==> src/rtl/hp_slot_pkg.sv <==
package hp_slot_pkg;

  // Event slots shared by the change, SMI and clear vectors
  typedef enum int unsigned {
    EVT_PRES = 0,
    EVT_LINK = 1
  } hp_evt_e;

  localparam int unsigned NUM_EVT = 2;

  // Next value of a write-one-to-clear bit; a hardware set wins over a clear
  function automatic logic w1c_next(input logic cur, input logic hw_set, input logic sw_clr);
    logic nxt;
    if (hw_set)      nxt = 1'b1;
    else if (sw_clr) nxt = 1'b0;
    else             nxt = cur;
    return nxt;
  endfunction

  // Native interrupt level from the two enables and the pending change flags
  function automatic logic irq_level(input logic glb_en, input logic evt_en,
                                     input logic [NUM_EVT-1:0] pend);
    return glb_en & evt_en & (|pend);
  endfunction

endpackage

==> src/rtl/hp_sync.sv <==
module hp_sync #(
  parameter int unsigned WIDTH  = 2,
  parameter int unsigned STAGES = 2
) (
  input  logic             clk,
  input  logic             rst_n,
  input  logic [WIDTH-1:0] d_i,
  output logic [WIDTH-1:0] q_o
);

  logic [WIDTH-1:0] stg_q [STAGES];

  always_ff @(posedge clk or negedge rst_n) begin
    if (!rst_n) begin
      for (int i = 0; i < int'(STAGES); i++) stg_q[i] <= '0;
    end else begin
      stg_q[0] <= d_i;
      for (int i = 1; i < int'(STAGES); i++) stg_q[i] <= stg_q[i-1];
    end
  end

  assign q_o = stg_q[STAGES-1];

endmodule

==> src/rtl/hp_change_det.sv <==
module hp_change_det #(
  parameter int unsigned WIDTH = 2
) (
  input  logic             clk,
  input  logic             rst_n,
  input  logic [WIDTH-1:0] sync_i,
  output logic [WIDTH-1:0] state_o,
  output logic [WIDTH-1:0] evt_o
);

  logic [WIDTH-1:0] prev_q;

  always_ff @(posedge clk or negedge rst_n) begin
    if (!rst_n) prev_q <= '0;
    else        prev_q <= sync_i;
  end

  assign state_o = prev_q;
  assign evt_o   = sync_i ^ prev_q;

endmodule

==> src/rtl/hp_w1c_bits.sv <==
module hp_w1c_bits
  import hp_slot_pkg::*;
#(
  parameter int unsigned WIDTH = 2
) (
  input  logic             clk,
  input  logic             rst_n,
  input  logic [WIDTH-1:0] set_i,
  input  logic [WIDTH-1:0] clr_i,
  output logic [WIDTH-1:0] q_o
);

  for (genvar g = 0; g < WIDTH; g++) begin : g_bit
    logic bit_q;
    always_ff @(posedge clk or negedge rst_n) begin
      if (!rst_n) bit_q <= 1'b0;
      else        bit_q <= w1c_next(bit_q, set_i[g], clr_i[g]);
    end
    assign q_o[g] = bit_q;
  end

endmodule

==> src/rtl/hp_deliver.sv <==
module hp_deliver
  import hp_slot_pkg::*;
(
  input  logic               en_hp_irq_i,
  input  logic               en_pres_irq_i,
  input  logic [NUM_EVT-1:0] chg_i,
  input  logic [NUM_EVT-1:0] smi_sts_i,
  output logic               irq_o,
  output logic               smi_o
);

  always_comb begin
    irq_o = irq_level(en_hp_irq_i, en_pres_irq_i, chg_i);
    smi_o = |smi_sts_i;
  end

endmodule

==> src/rtl/hp_slot_evt_ctrl.sv <==
module hp_slot_evt_ctrl
  import hp_slot_pkg::*;
#(
  parameter int unsigned SYNC_STAGES = 2
) (
  input  logic               clk,
  input  logic               rst_n,
  input  logic               prsnt_raw_i,
  input  logic               lnk_up_raw_i,
  input  logic [NUM_EVT-1:0] sw_clr_chg_i,
  input  logic               sw_clr_sci_i,
  input  logic [NUM_EVT-1:0] sw_clr_smi_i,
  input  logic               en_pres_irq_i,
  input  logic               en_hp_irq_i,
  input  logic               en_sci_i,
  input  logic               en_smi_i,
  output logic               prsnt_o,
  output logic               pres_chg_o,
  output logic               link_chg_o,
  output logic               irq_o,
  output logic               sci_sts_o,
  output logic [NUM_EVT-1:0] smi_sts_o,
  output logic               smi_o
);

  logic [NUM_EVT-1:0] raw_vec;
  logic [NUM_EVT-1:0] sync_vec;
  logic [NUM_EVT-1:0] state_vec;
  logic [NUM_EVT-1:0] evt_vec;
  logic [NUM_EVT-1:0] chg_vec;
  logic [NUM_EVT-1:0] smi_set;
  logic [0:0]         sci_set;
  logic [0:0]         sci_q;

  // Named event wires for the checker
  logic pres_evt;
  logic link_evt;

  assign raw_vec[EVT_PRES] = prsnt_raw_i;
  assign raw_vec[EVT_LINK] = lnk_up_raw_i;

  hp_sync #(.WIDTH(NUM_EVT), .STAGES(SYNC_STAGES)) u_sync (
    .clk   (clk),
    .rst_n (rst_n),
    .d_i   (raw_vec),
    .q_o   (sync_vec)
  );

  hp_change_det #(.WIDTH(NUM_EVT)) u_det (
    .clk     (clk),
    .rst_n   (rst_n),
    .sync_i  (sync_vec),
    .state_o (state_vec),
    .evt_o   (evt_vec)
  );

  assign pres_evt = evt_vec[EVT_PRES];
  assign link_evt = evt_vec[EVT_LINK];

  hp_w1c_bits #(.WIDTH(NUM_EVT)) u_chg (
    .clk   (clk),
    .rst_n (rst_n),
    .set_i (evt_vec),
    .clr_i (sw_clr_chg_i),
    .q_o   (chg_vec)
  );

  assign sci_set[0] = en_sci_i & (|evt_vec);

  hp_w1c_bits #(.WIDTH(1)) u_sci (
    .clk   (clk),
    .rst_n (rst_n),
    .set_i (sci_set),
    .clr_i (sw_clr_sci_i),
    .q_o   (sci_q)
  );

  assign smi_set = {NUM_EVT{en_smi_i}} & evt_vec;

  hp_w1c_bits #(.WIDTH(NUM_EVT)) u_smi (
    .clk   (clk),
    .rst_n (rst_n),
    .set_i (smi_set),
    .clr_i (sw_clr_smi_i),
    .q_o   (smi_sts_o)
  );

  hp_deliver u_dlv (
    .en_hp_irq_i   (en_hp_irq_i),
    .en_pres_irq_i (en_pres_irq_i),
    .chg_i         (chg_vec),
    .smi_sts_i     (smi_sts_o),
    .irq_o         (irq_o),
    .smi_o         (smi_o)
  );

  assign prsnt_o    = state_vec[EVT_PRES];
  assign pres_chg_o = chg_vec[EVT_PRES];
  assign link_chg_o = chg_vec[EVT_LINK];
  assign sci_sts_o  = sci_q[0];

endmodule

==> config.mk <==
export PLATFORM = sky130hd
export DESIGN_NAME = hp_slot_evt_ctrl
export DESIGN_NICKNAME = d
export VERILOG_FILES = /design/src/rtl/hp_slot_pkg.sv /design/src/rtl/hp_sync.sv /design/src/rtl/hp_change_det.sv /design/src/rtl/hp_w1c_bits.sv /design/src/rtl/hp_deliver.sv /design/src/rtl/hp_slot_evt_ctrl.sv
export SDC_FILE = /design/constraint.sdc
export NUM_CORES = 1
export LEC_CHECK = 0
export ABC_CLOCK_PERIOD_IN_PS = 1480
export BUFFER_PORTS_ARGS = -buffer_cell sky130_fd_sc_hd__clkbuf_2
export CORE_AREA = 4 4 41 43
export DETAILED_ROUTE_END_ITERATION = 10
export DIE_AREA = 0 0 45 47
export PLACE_DENSITY = 0.54
export SKIP_CTS_REPAIR_TIMING = 1
export SYNTH_ARGS = -nofsm -noshare
export SYNTH_HDL_FRONTEND = slang
export SYNTH_SLANG_ARGS = --single-unit
export TNS_END_PERCENT = 1
==> constraint.sdc <==
create_clock -name clk -period 1.48 [get_ports clk]
set_clock_uncertainty 0.15 [all_clocks]
set_input_delay 0.074 -clock clk [delete_from_list [all_inputs] [get_ports clk]]
set_output_delay 0.074 -clock clk [all_outputs]
set_load 0.01 [all_outputs]
== Yosys cells after proc, flatten, opt, wreduce, memory -nomap -nowiden ==
Index checks and enable logic that the tools add are counted.

* Flip-flop bits (word level): 11
* Input port bits: 13
* Output and inout port bits: 8
* Logic and storage cells: 31

* Mux-type cells: 10
* Bitwise logic cells: 5
* Reduce and logical (&&, ||, !) cells: 8

{| class="wikitable"
|+ Operator list
! cell !! count
|-
| 1-bit two-way mux || 10
|-
| 2-bit nonzero test || 5
|-
| 2-bit OR reduction || 3
|-
| 1-bit bitwise AND || 3
|-
| 2-bit bitwise AND || 1
|-
| 2-bit bitwise XOR || 1
|}

== Depth between registers and ports, before layout ==
Gate-level depths: netlist of run 1.

* Word-level depth: 4
* Depth in mapped cells: 3
* Gate-level depth less buffers: 3

== Hierarchy ==
A second synthesis of run 1 with hierarchy kept.

* Cells, all modules: 34
* Area total of the unflattened synthesis: 432.9 µm²

{| class="wikitable"
|+ By module, submodules not included
! module !! instances !! cells an instance !! area an instance (µm²) !! sequential area each (µm²)
|-
| hp_w1c_bits at u_chg ... || 2 || 8 || 87.6 || 50.0
|-
| hp_sync || 1 || 6 || 115.1 || 100.1
|-
| hp_change_det || 1 || 4 || 67.6 || 50.0
|-
| hp_w1c_bits at u_sci || 1 || 3 || 36.3 || 25.0
|-
| hp_slot_evt_ctrl || 1 || 3 || 22.5 || 0.0
|-
| hp_deliver || 1 || 2 || 16.3 || 0.0
|}

== Worst setup path after synthesis of run 1 ==
No wires, ideal clock.

* Path kind: register -> register
* Start: register u_det.prev_q[0] (netlist: u_det.state_o[0])
* End: register u_sci.g_bit[0].bit_q (netlist: u_sci.q_o)
* Library setup time: 0.128 ns
* Arrival time: 0.777 ns
* Data required time: 1.202 ns
* Slack: 0.425 ns
* Cell stages (with the launch flop): 4
* Buffers on the path: 0
* Period minus slack after synthesis: 1.055 ns
* Path through: dfrtp_1 -> xor2_1 -> o21ai_1 -> o21ai_0

* Word-level cells in the longest chain between the ends: 4
* Elaborated cells between the ends (all ways): 5
* Those cells by class: mux (1); bitwise (2); reduce/logical (2)

{| class="wikitable"
|+ RTL lines
! item !! line !! text
|-
| start: declaration || hp_change_det.sv:11 || <nowiki>logic [WIDTH-1:0] prev_q;</nowiki>
|-
| start signal: assignment || hp_change_det.sv:15 || <nowiki>else prev_q <= sync_i;</nowiki>
|-
| 2-bit bitwise XOR * || hp_change_det.sv:19 || <nowiki>assign evt_o = sync_i ^ prev_q;</nowiki>
|-
| 2-bit OR reduction * || hp_slot_evt_ctrl.sv:68 || <nowiki>assign sci_set[0] = en_sci_i & (|evt_vec);</nowiki>
|-
| 1-bit bitwise AND * || hp_slot_evt_ctrl.sv:68 ||
|-
| 1-bit two-way mux or 2-bit nonzero test (tied branches) || -- ||
|-
| end signal: assignment || hp_w1c_bits.sv:17 || <nowiki>else bit_q <= w1c_next(bit_q, set_i[g], clr_i[g]);</nowiki>
|-
| end: declaration || hp_w1c_bits.sv:14 || <nowiki>logic bit_q;</nowiki>
|}

Mark *: on every way between the ends. The rest lies on a longest branch, timed or not.
A chain may end at the register's enable or synchronous reset.

== Worst setup path after layout of run 1 ==
* Start: register u_chg.g_bit[0].bit_q
* End: output irq_o

* Word-level cells in the longest chain between the ends: 2

{| class="wikitable"
|+ RTL lines
! item !! line !! text
|-
| start: declaration || hp_w1c_bits.sv:14 ||
|-
| start signal: assignment || hp_w1c_bits.sv:17 ||
|-
| 2-bit OR reduction || hp_slot_pkg.sv:23 || <nowiki>return glb_en & evt_en & (|pend);</nowiki>
|-
| 1-bit bitwise AND || hp_slot_pkg.sv:23 ||
|-
| end: declaration || hp_slot_evt_ctrl.sv:20 || <nowiki>output logic irq_o,</nowiki>
|}

Every way passes these cells.

==> impl_table.tex, run 1 <==
\begin{tabular}{lr}
\hline
Metric & Value \\
\hline
\multicolumn{2}{l}{\textbf{Cells and area}} \\
\quad Share of cells above drive strength 1 & 0.387 \\
\quad Utilization of the core after routing & 0.472 \\
\quad Final \#Nets & 76 \\
\quad Area added between synthesis and finish & 59.9\% \\
\quad Inserted Diodes & 0 \\
\quad Filler cells & approximately 130 \\
\quad Total area of sequential cells & about 280 um\^{}2 \\
\quad Layout Cells excl Fill & between 70 and 80 \\
\quad Final Cell Area & about 610 um\^{}2 \\
\quad Multi-input gate area in the final layout & $\sim$75 um\^{}2 \\
\multicolumn{2}{l}{\textbf{STA}} \\
\quad Final Max Tran Viols & 0 \\
\quad Slew @ Worst Pin & $\sim$0.26 ns \\
\quad Final Hold Violating Endpoints & 0 \\
\quad Headroom to the max-slew limit & 0.826 \\
\quad Portion of the clock cycle consumed by the worst path in the final layout & 0.828 \\
\quad Setup repair after global routing missed its margin & false \\
\quad Achievable clock frequency & 816 MHz \\
\quad Min Tclk post-route & 1.23 ns \\
\quad Final setup viols & 0 \\
\quad Setup TNS Final & 0 ns \\
\quad Final worst setup slack & 0.255 ns \\
\multicolumn{2}{l}{\textbf{Floorplan}} \\
\quad Number of placed I/O pins & 21 \\
\quad Die Y & $\sim$47 um \\
\quad Overall die area & 2120 um\^{}2 \\
\quad Number of core rows & 13 \\
\quad Die Wd & between 40 and 50 um \\
\quad Initial Utilization & 0.295 \\
\quad Floorplan Core Area & approximately 1300 um\^{}2 \\
\multicolumn{2}{l}{\textbf{Worst setup path}} \\
\quad Worst Path Required & $\sim$1.3 ns \\
\quad R2r setup slk & approximately 0.43 ns \\
\quad Crit path capture type & output port \\
\quad Crit path kind & register to output port \\
\quad End point of the critical path & irq\_o \\
\quad Launching point of the worst reg2reg path & u\_det.state\_o[0] \\
\quad Destination of the worst register-to-register timing path & u\_sci.q\_o \\
\quad Highest net fanout along the worst path & 3 \\
\quad Critical path origin & u\_chg.g\_bit[0].bit\_q \\
\quad Signal arrival time at the worst endpoint & 1.00 ns \\
\quad Depth of the most critical reg-to-reg path & 3 \\
\quad Startpoint type of the worst setup path & register \\
\multicolumn{2}{l}{\textbf{Synth}} \\
\quad Combinational family with the most area after synthesis & compound AO/OA/AOI/OAI gates \\
\quad Adder and majority cell fraction of the synthesized area & 0 \\
\quad Count of cell types in the netlist & 10 \\
\quad Compound-cell area share of the yosys netlist & 0.121 \\
\quad Number of synthesis warnings & 0 \\
\quad Cell count after synthesis & 30 \\
\quad Post-synth design cell area & between 300 and 400 um\^{}2 \\
\quad Post-synthesis simple-gate area fraction & 0.0293 \\
\quad Register bit total from synthesis & 11 \\
\quad Xor/xnor share of the synthesized area & 0.0456 \\
\quad Post-synthesis mux area share & 0 \\
\quad Average cell area after synthesis & 12.8 um\^{}2 \\
\quad Number of nets produced by synthesis & 43 \\
\quad Part of the Yosys area used for sequential elements & 0.717 \\
\multicolumn{2}{l}{\textbf{Route}} \\
\quad Vias per cell & $\sim$4.0 \\
\quad First-pass DRT Iterations & 2 \\
\quad Overall routed net length & about 770 um \\
\quad Average wire per standard cell & 9.95 um \\
\quad Number of design rule violations left after detail routing & 0 \\
\quad DRT iter0 DRCs & 1 \\
\quad Antenna Violating Nets Remaining & 0 \\
\quad Vias post-DR & 305 \\
\multicolumn{2}{l}{\textbf{Power and ir drop}} \\
\quad Leakage Power & 0.333 nW \\
\quad Maximum VDD drop & approximately 740 uV \\
\quad Power density over the cells & around 1000 nW/um\^{}2 \\
\multicolumn{2}{l}{\textbf{GRT}} \\
\quad Global-route total usage across every layer & 0.0818 \\
\quad Number of antenna violations at the first check in global routing & 0 \\
\quad First-pass GRT wire length & about 1100 um \\
\quad Via count of the first global-routing pass & between 200 and 300 \\
\quad Congestion Overflow GR & 0 \\
\quad Largest net degree at the start of global routing & 12 \\
\multicolumn{2}{l}{\textbf{Status}} \\
\quad Outcome & complete, no violations \\
\multicolumn{2}{l}{\textbf{Clocking}} \\
\quad Worst skew pair latency & around 0.26 ns \\
\quad CTS tree & yes \\
\quad Max H-tree Level & 1 \\
\quad Total clock buffers created by CTS & 3 \\
\quad TritonCTS Sinks & 11 \\
\quad Root Buffer & clkbuf\_4 \\
\quad Clock transition at the registers of the reported paths & $\sim$0.060 ns \\
\quad Deepest clock path buffer count & 2 \\
\multicolumn{2}{l}{\textbf{Worst hold path}} \\
\quad Class of the most critical hold timing path & primary input to async pin \\
\multicolumn{2}{l}{\textbf{Place}} \\
\quad RePlAce Congestion & 0.593 \\
\quad Placement Setup Slack & between 0.4 and 0.5 ns \\
\quad Buffers on Ports & 20 \\
\quad Placed Cells & 63 \\
\quad Instance area after placement & between 400 and 500 um\^{}2 \\
\multicolumn{2}{l}{\textbf{Job}} \\
\quad Max\_cap viols & 0 \\
\hline
\end{tabular}
metrics by stage:
stage | total power, mW | hold slack, ns
3_3_place_gp | 0.431 | -0.192
2_1_floorplan | 0.389 | -0.372
6_report | 0.636 | 0.0655
3_5_place_dp | 0.432 | -0.189
5_1_grt | 0.678 | 0.0981
4_1_cts | 0.630 | -0.473
final cells by class:
cell class,instances,share of cell area
clock buffers,4,0.0428
inverters,5,0.0305
multi-input cells,12,0.122
flip-flops and latches,11,0.448
well taps,15,0.0305
repair buffers,30,0.326
cell usage after synthesis (all sizes together):
library cell / number / share of area
o211a: 1 / 0.026
inv: 5 / 0.049
buf: 2 / 0.039
dfrtp: 11 / 0.72
xor2: 2 / 0.046
a21o: 2 / 0.042
nand2: 3 / 0.029
o21ai: 4 / 0.052
layout by cell type, fill, tap and decap left out:
master | synthesis | layout
o21ai_1 | 1 | 1
nand2_1 | 3 | 3
a21o_1 | 1 | 1
clkbuf_2 | 0 | 20
clkbuf_4 | 0 | 3
xor2_1 | 2 | 2
o211a_1 | 1 | 1
dlygate4sd3_1 | 0 | 10
dfrtp_1 | 11 | 11
inv_1 | 5 | 5
clkbuf_1 | 0 | 1
a21o_2 | 1 | 1
o21ai_0 | 3 | 3
report_power, final:
| part | leakage (nW) | switching [mW] | internal [mW] |
|---|---|---|---|
| sequential | 0.127 | 0.0143 | 0.325 |
| clock | 0.0150 | 0.0882 | 0.104 |
| combinational | 0.191 | 0.0479 | 0.0567 |
cell families (layout without fill, tap and decap cells):
| family | Yosys count | count (layout) |
|---|---|---|
| AO/OA/AOI/OAI | 7 | 7 |
| buffers and inverters | 7 | 39 |
| AND/OR/NAND/NOR | 3 | 3 |
| flip-flops | 11 | 11 |
| XOR/XNOR | 2 | 2 |
routing by layer:
metal | GRT usage | share of wire | wire length [um]
met1 | 0.0689 | 0.37 | 286
met2 | 0.147 | 0.56 | 427
met3 | 0.0345 | 0.054 | 41
met4 | 0.0702 | 0.013 | 10
met5 | 0 | 0 | 0
critical path: stages (launching register included):
cell and delay [ns]:
dfrtp_1 0.40, o211a_1 0.22, clkbuf_2 0.12
registers in the layout, indices dropped and copies added, names as in the netlist:
name and flops:
u_smi.g_bit.bit_q 2, u_chg.g_bit.bit_q 2, u_sync.q_o 2, u_sync.stg_q 2, u_sci.q_o 1, u_det.state_o 2
how the worst min path moves through the flow:
stage	slack [ns]	start	endpoint
6_report	0.07	rst_n	u_sync.q_o[1]
5_1_grt	0.1	rst_n	u_det.state_o[0]
4_1_cts	-0.47	rst_n	u_det.state_o[0]
3_5_place_dp	-0.19	rst_n	u_sync.stg_q[3]
3_3_place_gp	-0.19	rst_n	u_sync.stg_q[3]
2_1_floorplan	-0.37	rst_n	u_chg.g_bit[0].bit_q
(Power assumes the default switching activity.)
==> run 2: changes to the inputs <==
--- a/config.mk
+++ b/config.mk
@@ -5,12 +5,12 @@
 export SDC_FILE = /design/constraint.sdc
 export NUM_CORES = 1
 export LEC_CHECK = 0
-export ABC_CLOCK_PERIOD_IN_PS = 1480
+export ABC_CLOCK_PERIOD_IN_PS = 1100
 export BUFFER_PORTS_ARGS = -buffer_cell sky130_fd_sc_hd__clkbuf_2
 export CORE_AREA = 4 4 41 43
 export DETAILED_ROUTE_END_ITERATION = 10
 export DIE_AREA = 0 0 45 47
-export PLACE_DENSITY = 0.54
+export PLACE_DENSITY = 0.56
 export SKIP_CTS_REPAIR_TIMING = 1
 export SYNTH_ARGS = -nofsm -noshare
 export SYNTH_HDL_FRONTEND = slang
==> constraint.sdc (replaced) <==
create_clock -name clk -period 1.1 [get_ports clk]
set_clock_uncertainty 0.15 [all_clocks]
set_input_delay 0.055 -clock clk [delete_from_list [all_inputs] [get_ports clk]]
set_output_delay 0.055 -clock clk [all_outputs]
set_load 0.01 [all_outputs]
==> run 2 against run 1 <==
  * The run now ends with setup timing left
  * Cell count rose by 3.9%
  * Setup slack got worse by 0.35 ns
  * Utilization rose by 1.7 points
  * Cell area rose by 3.7%
  * Largest cell class unchanged
  * Count of clock-buffer cells in the layout did not move
  * Critical path depth did not move
  * Critical path type unchanged
  * Flip-flop and latch count did not move
  * Sequential power rose by 35%
  * Combinational power rose by 51%
==> impl_table.tex, run 2 (synthesized netlist as in run 1, its figures left out) <==
\begin{tabular}{lr}
\hline
Metric & Value \\
\hline
\multicolumn{2}{l}{\textbf{Status}} \\
\quad Outcome & finished, violations left \\
\quad Violated checks & setup timing \\
\multicolumn{2}{l}{\textbf{Floorplan}} \\
\quad Number of core rows & 13 \\
\quad Overall die area & 2120 um\^{}2 \\
\quad Die Wd & between 40 and 50 um \\
\quad Floorplan Core Area & approximately 1300 um\^{}2 \\
\quad Die Y & around 47 um \\
\quad Number of placed I/O pins & 21 \\
\quad Initial Utilization & 0.295 \\
\multicolumn{2}{l}{\textbf{Power and ir drop}} \\
\quad Internal power summed over all cells & 0.669 mW \\
\quad Leakage Power & between 0.3 and 0.4 nW \\
\quad Clock share of power & 0.297 \\
\quad Flop pwr share & 0.521 \\
\quad Power density over the cells & 1380 nW/um\^{}2 \\
\quad Fraction of power spent switching nets & 0.236 \\
\quad Portion of total power attributed to combinational logic & 0.182 \\
\quad Switching power & around 0.21 mW \\
\quad Maximum VDD drop & 786 uV \\
\multicolumn{2}{l}{\textbf{Cells and area}} \\
\quad Layout Cells excl Fill & 80 \\
\quad Most common cell after layout, fill and taps aside & clkbuf\_2 \\
\quad Inserted Diodes & 0 \\
\quad Area added between synthesis and finish & 65.8\% \\
\quad Final \#Nets & 79 \\
\quad Filler cells & 121 \\
\quad Share of cells above drive strength 1 & 0.446 \\
\quad Final Cell Area & 637 um\^{}2 \\
\quad Commonest cells after routing, fill and taps aside & clkbuf\_2 (19), dfrtp\_1 (11), dlygate4sd3\_1 (10) \\
\multicolumn{2}{l}{\textbf{Clocking}} \\
\quad Deepest clock path buffer count & 2 \\
\quad TritonCTS Sinks & 11 \\
\quad Total clock buffers created by CTS & 3 \\
\quad CTS tree & yes \\
\quad Worst skew pair latency & roughly 0.26 ns \\
\quad Root Buffer & clkbuf\_4 \\
\quad Clock transition at the registers of the reported paths & approximately 0.060 ns \\
\quad Max H-tree Level & 1 \\
\multicolumn{2}{l}{\textbf{Worst setup path}} \\
\quad Crit path capture type & output port \\
\quad Worst Path Required & between 0.8 and 0.9 ns \\
\quad R2r setup slk & 0.05 ns \\
\quad Highest net fanout along the worst path & 3 \\
\quad Crit path kind & register to output port \\
\quad Signal arrival time at the worst endpoint & about 0.99 ns \\
\quad Startpoint type of the worst setup path & register \\
\multicolumn{2}{l}{\textbf{Job}} \\
\quad Max\_cap viols & 0 \\
\multicolumn{2}{l}{\textbf{STA}} \\
\quad Final setup viols & 2 \\
\quad Final worst setup slack & -0.0986 ns \\
\quad Setup repair after global routing missed its margin & true \\
\quad Final Hold Violating Endpoints & 0 \\
\quad Portion of the clock cycle consumed by the worst path in the final layout & 1.09 \\
\quad Slew @ Worst Pin & 0.264 ns \\
\quad Worst slack on hold paths & roughly 0.034 ns \\
\quad Final Max Tran Viols & 0 \\
\quad Achievable clock frequency & approximately 830 MHz \\
\quad Min Tclk post-route & 1.20 ns \\
\quad Headroom to the max-slew limit & 0.823 \\
\multicolumn{2}{l}{\textbf{Route}} \\
\quad Number of design rule violations left after detail routing & 0 \\
\quad Vias per cell & 4.05 \\
\quad Vias post-DR & between 300 and 400 \\
\quad Average wire per standard cell & around 9.7 um \\
\quad Antenna Violating Nets Remaining & 0 \\
\quad First-pass DRT Iterations & 2 \\
\quad DRT iter0 DRCs & 2 \\
\quad Overall routed net length & between 700 and 800 um \\
\multicolumn{2}{l}{\textbf{GRT}} \\
\quad Via count of the first global-routing pass & 257 \\
\quad Met1 capacity usage during global routing & 0.0767 \\
\quad Global-route met2 utilization & 0.127 \\
\quad First-pass GRT wire length & between 1000 and 1500 um \\
\quad Largest net degree at the start of global routing & 12 \\
\quad Congestion Overflow GR & 0 \\
\quad Number of antenna violations at the first check in global routing & 0 \\
\quad Global-route total usage across every layer & 0.0813 \\
\quad Global-route met3 utilization & 0.0690 \\
\quad Gr busiest metal & met2 \\
\multicolumn{2}{l}{\textbf{Place}} \\
\quad Sum of net half-perimeters after detailed placement & around 570 um \\
\quad Instance area after placement & between 400 and 500 um\^{}2 \\
\quad Placed Cells & 63 \\
\quad RePlAce Congestion & 0.586 \\
\quad Placement Setup Slack & 0.0432 ns \\
\quad Buffers on Ports & 20 \\
\multicolumn{2}{l}{\textbf{Worst hold path}} \\
\quad Class of the most critical hold timing path & primary input to async pin \\
\hline
\end{tabular}
==> run 2: cell count changes in the layout (fill, tap and decap cells not counted) <==
| cell | previous run | this run |
|---|---|---|
| inv_1 | 5 | 3 |
| inv_2 | 0 | 2 |
| clkbuf_2 | 20 | 19 |
| buf_4 | 0 | 3 |
| buf_2 | 0 | 1 |
==> run 2: final cells by class <==
type	instances	area [um^2]	area share
repair buffers	33	223	0.350
multi-input cells	12	75.1	0.118
inverters	5	18.8	0.0295
well taps	15	18.8	0.0295
flip-flops and latches	11	275	0.432
clock buffers	4	26.3	0.0413
==> run 2: power groups by stage <==
stage               registers, mW  logic (mW)  clock network [mW]
floorplan                   0.468      0.0556                   0
global placement            0.464       0.115                   0
detailed placement          0.465       0.115                   0
CTS                         0.458       0.116               0.273
global route                0.460       0.179               0.313
finish                      0.456       0.159               0.260
==> run 2: layer usage <==
| metal | up-vias | wire length (um) |
|---|---|---|
| li1 | 161 | - |
| met1 | 149 | 278 |
| met2 | 12 | 420 |
| met3 | 2 | 71 |
| met4 | 0 | 6 |
| met5 | - | 0 |
==> run 2: per-stage QoR <==
step           TNS, ns  total power, mW  utilization
3_5_place_dp         0            0.581        0.375
4_1_cts         -0.143            0.846        0.395
3_3_place_gp         0            0.579        0.375
6_report        -0.111            0.876        0.489
2_1_floorplan        0            0.524            -
5_1_grt         -0.372            0.951        0.489
==> run 2: path summary, 6_finish.rpt <==
kind,end,startpoint,depth (start not counted)
worst max register to register,u_sci.q_o,u_det.state_o[0],3
worst min-delay path,u_chg.g_bit[1].bit_q,rst_n,2
worst max-delay path,irq_o,u_chg.g_bit[0].bit_q,2
worst min register to register,u_sync.q_o[1],u_sync.stg_q[3],0
min in group clk,u_sync.q_o[1],u_sync.stg_q[3],0
max in group asynchronous,u_sync.stg_q[2],rst_n,2
==> run 2: critical path, stage by stage (launching register included) <==
cell     delay (ns)
dfrtp_1        0.39
o211a_1        0.20
buf_2          0.13
==> run 3: changes to the inputs <==
--- a/config.mk
+++ b/config.mk
@@ -7,12 +7,13 @@
 export LEC_CHECK = 0
 export ABC_CLOCK_PERIOD_IN_PS = 1100
 export BUFFER_PORTS_ARGS = -buffer_cell sky130_fd_sc_hd__clkbuf_2
-export CORE_AREA = 4 4 41 43
+export CORE_MARGIN = 8
+export CORE_UTILIZATION = 30
 export DETAILED_ROUTE_END_ITERATION = 10
-export DIE_AREA = 0 0 45 47
 export PLACE_DENSITY = 0.56
 export SKIP_CTS_REPAIR_TIMING = 1
 export SYNTH_ARGS = -nofsm -noshare
 export SYNTH_HDL_FRONTEND = slang
+export SYNTH_HIERARCHICAL = 1
 export SYNTH_SLANG_ARGS = --single-unit
 export TNS_END_PERCENT = 1
==> run 3 against run 2 <==
  * The run still ends with setup timing left
  * Critical endpoint is now smi_o
  * Highest routed layer is now met3
  * Power increased by 1.3%
  * Largest cell class unchanged
  * Clock power about the same
  * Global-route usage decreased by 2.9 points
  * Synthesized cell count increased by 13%
  * Count of clock-buffer cells in the layout decreased by 1
==> impl_table.tex, run 3 <==
\begin{tabular}{lr}
\hline
Metric & Value \\
\hline
\multicolumn{2}{l}{\textbf{Worst setup path}} \\
\quad Destination of the worst register-to-register timing path & u\_sci/q\_o \\
\quad Crit path kind & register to output port \\
\quad Startpoint type of the worst setup path & register \\
\quad R2r setup slk & -0.07 ns \\
\quad Highest net fanout along the worst path & 3 \\
\quad Crit path capture type & output port \\
\quad End point of the critical path & smi\_o \\
\quad Critical path origin & u\_smi/g\_bit[1].bit\_q \\
\quad Worst Path Required & just under 0.9 ns \\
\quad Depth of the most critical reg-to-reg path & 3 \\
\quad Signal arrival time at the worst endpoint & just under 1 ns \\
\quad Launching point of the worst reg2reg path & u\_det/state\_o[1] \\
\multicolumn{2}{l}{\textbf{Power and ir drop}} \\
\quad Power density over the cells & 1320 nW/um\^{}2 \\
\quad Fraction of power spent switching nets & 0.238 \\
\quad Flop pwr share & 0.514 \\
\quad Portion of total power attributed to combinational logic & 0.192 \\
\quad Internal power summed over all cells & about 0.68 mW \\
\quad Clock share of power & 0.294 \\
\quad Switching power & around 0.21 mW \\
\quad Leakage Power & approximately 0.38 nW \\
\quad Maximum VDD drop & about 1000 uV \\
\multicolumn{2}{l}{\textbf{STA}} \\
\quad Final Max Tran Viols & 0 \\
\quad Headroom to the max-slew limit & 0.822 \\
\quad Final worst setup slack & -0.0940 ns \\
\quad Slew @ Worst Pin & about 0.27 ns \\
\quad Achievable clock frequency & $\sim$840 MHz \\
\quad Setup TNS Final & -0.363 ns \\
\quad Portion of the clock cycle consumed by the worst path in the final layout & 1.09 \\
\quad Final setup viols & 6 \\
\quad Min Tclk post-route & between 1 and 1.5 ns \\
\quad Final Hold Violating Endpoints & 0 \\
\quad Setup repair after global routing missed its margin & true \\
\multicolumn{2}{l}{\textbf{Route}} \\
\quad Number of design rule violations left after detail routing & 0 \\
\quad Overall routed net length & between 800 and 900 um \\
\quad Average wire per standard cell & 10.1 um \\
\quad DRT iter0 DRCs & 1 \\
\quad Vias post-DR & 325 \\
\quad Vias per cell & approximately 4 \\
\quad Antenna Violating Nets Remaining & 0 \\
\quad First-pass DRT Iterations & 2 \\
\multicolumn{2}{l}{\textbf{Synth}} \\
\quad Most area-consuming cells after synthesis & dfrtp\_1 (64\%), buf\_4 (10\%), a21o\_1 (8.7\%), inv\_1 (4.3\%), xor2\_1 (4.0\%) \\
\quad Part of the Yosys area used for sequential elements & 0.636 \\
\quad Area share of the largest cell type after synthesis & 0.636 \\
\quad Number of nets produced by synthesis & 47 \\
\quad Synth top cells by count & dfrtp\_1 (11), buf\_4 (6), a21o\_1 (5), inv\_1 (5) \\
\quad Cell with the most instances after synthesis & dfrtp\_1 \\
\quad Top\_reg\_cell synth & dfrtp\_1 \\
\quad Register bit total from synthesis & 11 \\
\quad Asr flop ratio synth & 1.00 \\
\quad Count of cell types in the netlist & 9 \\
\quad Cell count after synthesis & 34 \\
\quad Number of synthesized flops with an enable pin & 0 \\
\quad Average cell area after synthesis & about 13 um\^{}2 \\
\quad Biggest area consumer among synthesized cells & dfrtp\_1 \\
\quad Post-synth design cell area & around 430 um\^{}2 \\
\quad Number of synthesis warnings & 6 \\
\multicolumn{2}{l}{\textbf{Clocking}} \\
\quad Max H-tree Level & 1 \\
\quad Worst skew pair latency & approximately 0.26 ns \\
\quad Clock transition at the registers of the reported paths & 0.07 ns \\
\quad CTS tree & yes \\
\quad TritonCTS Sinks & 11 \\
\quad Deepest clock path buffer count & 2 \\
\quad Root Buffer & clkbuf\_4 \\
\quad Total clock buffers created by CTS & 3 \\
\multicolumn{2}{l}{\textbf{Place}} \\
\quad RePlAce Congestion & roughly 0.67 \\
\quad Sum of net half-perimeters after detailed placement & $\sim$610 um \\
\quad Buffers on Ports & 20 \\
\quad Instance area after placement & around 530 um\^{}2 \\
\multicolumn{2}{l}{\textbf{Cells and area}} \\
\quad Area added between synthesis and finish & 55.5\% \\
\quad Inserted Diodes & 0 \\
\quad Filler cells & $\sim$120 \\
\quad Share of cells above drive strength 1 & 0.470 \\
\quad Commonest cells after routing, fill and taps aside & clkbuf\_2 (19), dfrtp\_1 (11), dlygate4sd3\_1 (10), inv\_1 (5), a21o\_1 (5) \\
\quad Most common cell after layout, fill and taps aside & clkbuf\_2 \\
\quad Final Cell Area & between 600 and 700 um\^{}2 \\
\quad Final \#Nets & 80 \\
\multicolumn{2}{l}{\textbf{Floorplan}} \\
\quad Number of placed I/O pins & 21 \\
\quad Initial Utilization & 0.329 \\
\quad Die Y & 54.0 um \\
\quad Floorplan Core Area & 1320 um\^{}2 \\
\quad Number of core rows & 13 \\
\quad Overall die area & $\sim$2900 um\^{}2 \\
\quad Die Wd & around 54 um \\
\multicolumn{2}{l}{\textbf{GRT}} \\
\quad Largest net degree at the start of global routing & 12 \\
\quad First-pass GRT wire length & approximately 1100 um \\
\quad Congestion Overflow GR & 0 \\
\quad Global-route total usage across every layer & 0.0520 \\
\quad Via count of the first global-routing pass & about 280 \\
\quad Number of antenna violations at the first check in global routing & 0 \\
\multicolumn{2}{l}{\textbf{Job}} \\
\quad Max\_cap viols & 0 \\
\multicolumn{2}{l}{\textbf{Worst hold path}} \\
\quad Class of the most critical hold timing path & primary input to async pin \\
\multicolumn{2}{l}{\textbf{Status}} \\
\quad Outcome & finished, violations left \\
\quad Violated checks & setup timing \\
\hline
\end{tabular}
[run 3: changes by cell type after synthesis, sizes merged]
cell and delta:
a21o +3, and2 +2, buf +4, nand2 -3, o21a +1, o21ai -4
or2 +1
[run 3: power groups by stage]
stage	logic, mW	clock network, mW	registers, mW
2_1_floorplan	0.0922	0	0.461
3_3_place_gp	0.132	0	0.466
3_5_place_dp	0.134	0	0.466
4_1_cts	0.134	0.275	0.458
5_1_grt	0.187	0.296	0.461
6_report	0.170	0.261	0.456
[run 3: how the worst min path moves through the flow]
stage                     startpoint                   end  slack, ns  depth (start not counted)
after floorplan                rst_n  u_chg/g_bit[0].bit_q      -0.39                          0
after global placement         rst_n       u_sync/stg_q[2]      -0.21                          1
after detailed placement       rst_n         u_sync/q_o[0]      -0.21                          1
after CTS                      rst_n         u_sync/q_o[0]      -0.50                          1
after global routing           rst_n       u_sync/stg_q[3]       0.06                          2
final                          rst_n         u_sync/q_o[0]       0.04                          2
[run 3: cells by family (layout without fill, tap and decap cells)]
family / Yosys count / count (layout) / share of synthesized area
and+or+nand+nor: 3 / 3 / 0.0491
DFF: 11 / 11 / 0.636
buffers and inverters: 11 / 43 / 0.147
xor gates and xnor gates: 2 / 2 / 0.0405
AOI/OAI and AO/OA: 7 / 7 / 0.127
[run 3: metrics by stage]
stage	util	hold slack [ns]	std cells	total power [mW]	setup slack [ns]
finish	0.511	0.0447	81	0.887	-0.0940
global route	0.511	0.0622	81	0.945	-0.160
CTS	0.424	-0.499	69	0.867	-0.115
detailed placement	0.403	-0.209	65	0.600	-0.0742
global placement	0.403	-0.209	65	0.597	-0.0507
floorplan	-	-0.391	34	0.554	-0.0878
[run 3: critical path, stage by stage (launching register included)]
cell	delay, ns
dfrtp_1	0.38
or2_1	0.22
clkbuf_2	0.13
[run 3: layout make-up]
cell class	instances	area, um^2	share of cell area
sequential	11	275	0.409
timing repair buffer	34	230	0.342
multi-input combinational	12	103	0.152
clock buffer	3	22.5	0.0335
inverter	5	18.8	0.0279
tap	15	18.8	0.0279
clock inverter	1	5.00	0.00743
[run 3: metal layers]
metal / share of wire / vias up / track usage
li1: - / 162 / -
met1: 0.39 / 148 / 0.0541
met2: 0.47 / 15 / 0.0792
met3: 0.14 / 0 / 0.0523
met4: 0 / 0 / 0
met5: 0 / - / 0
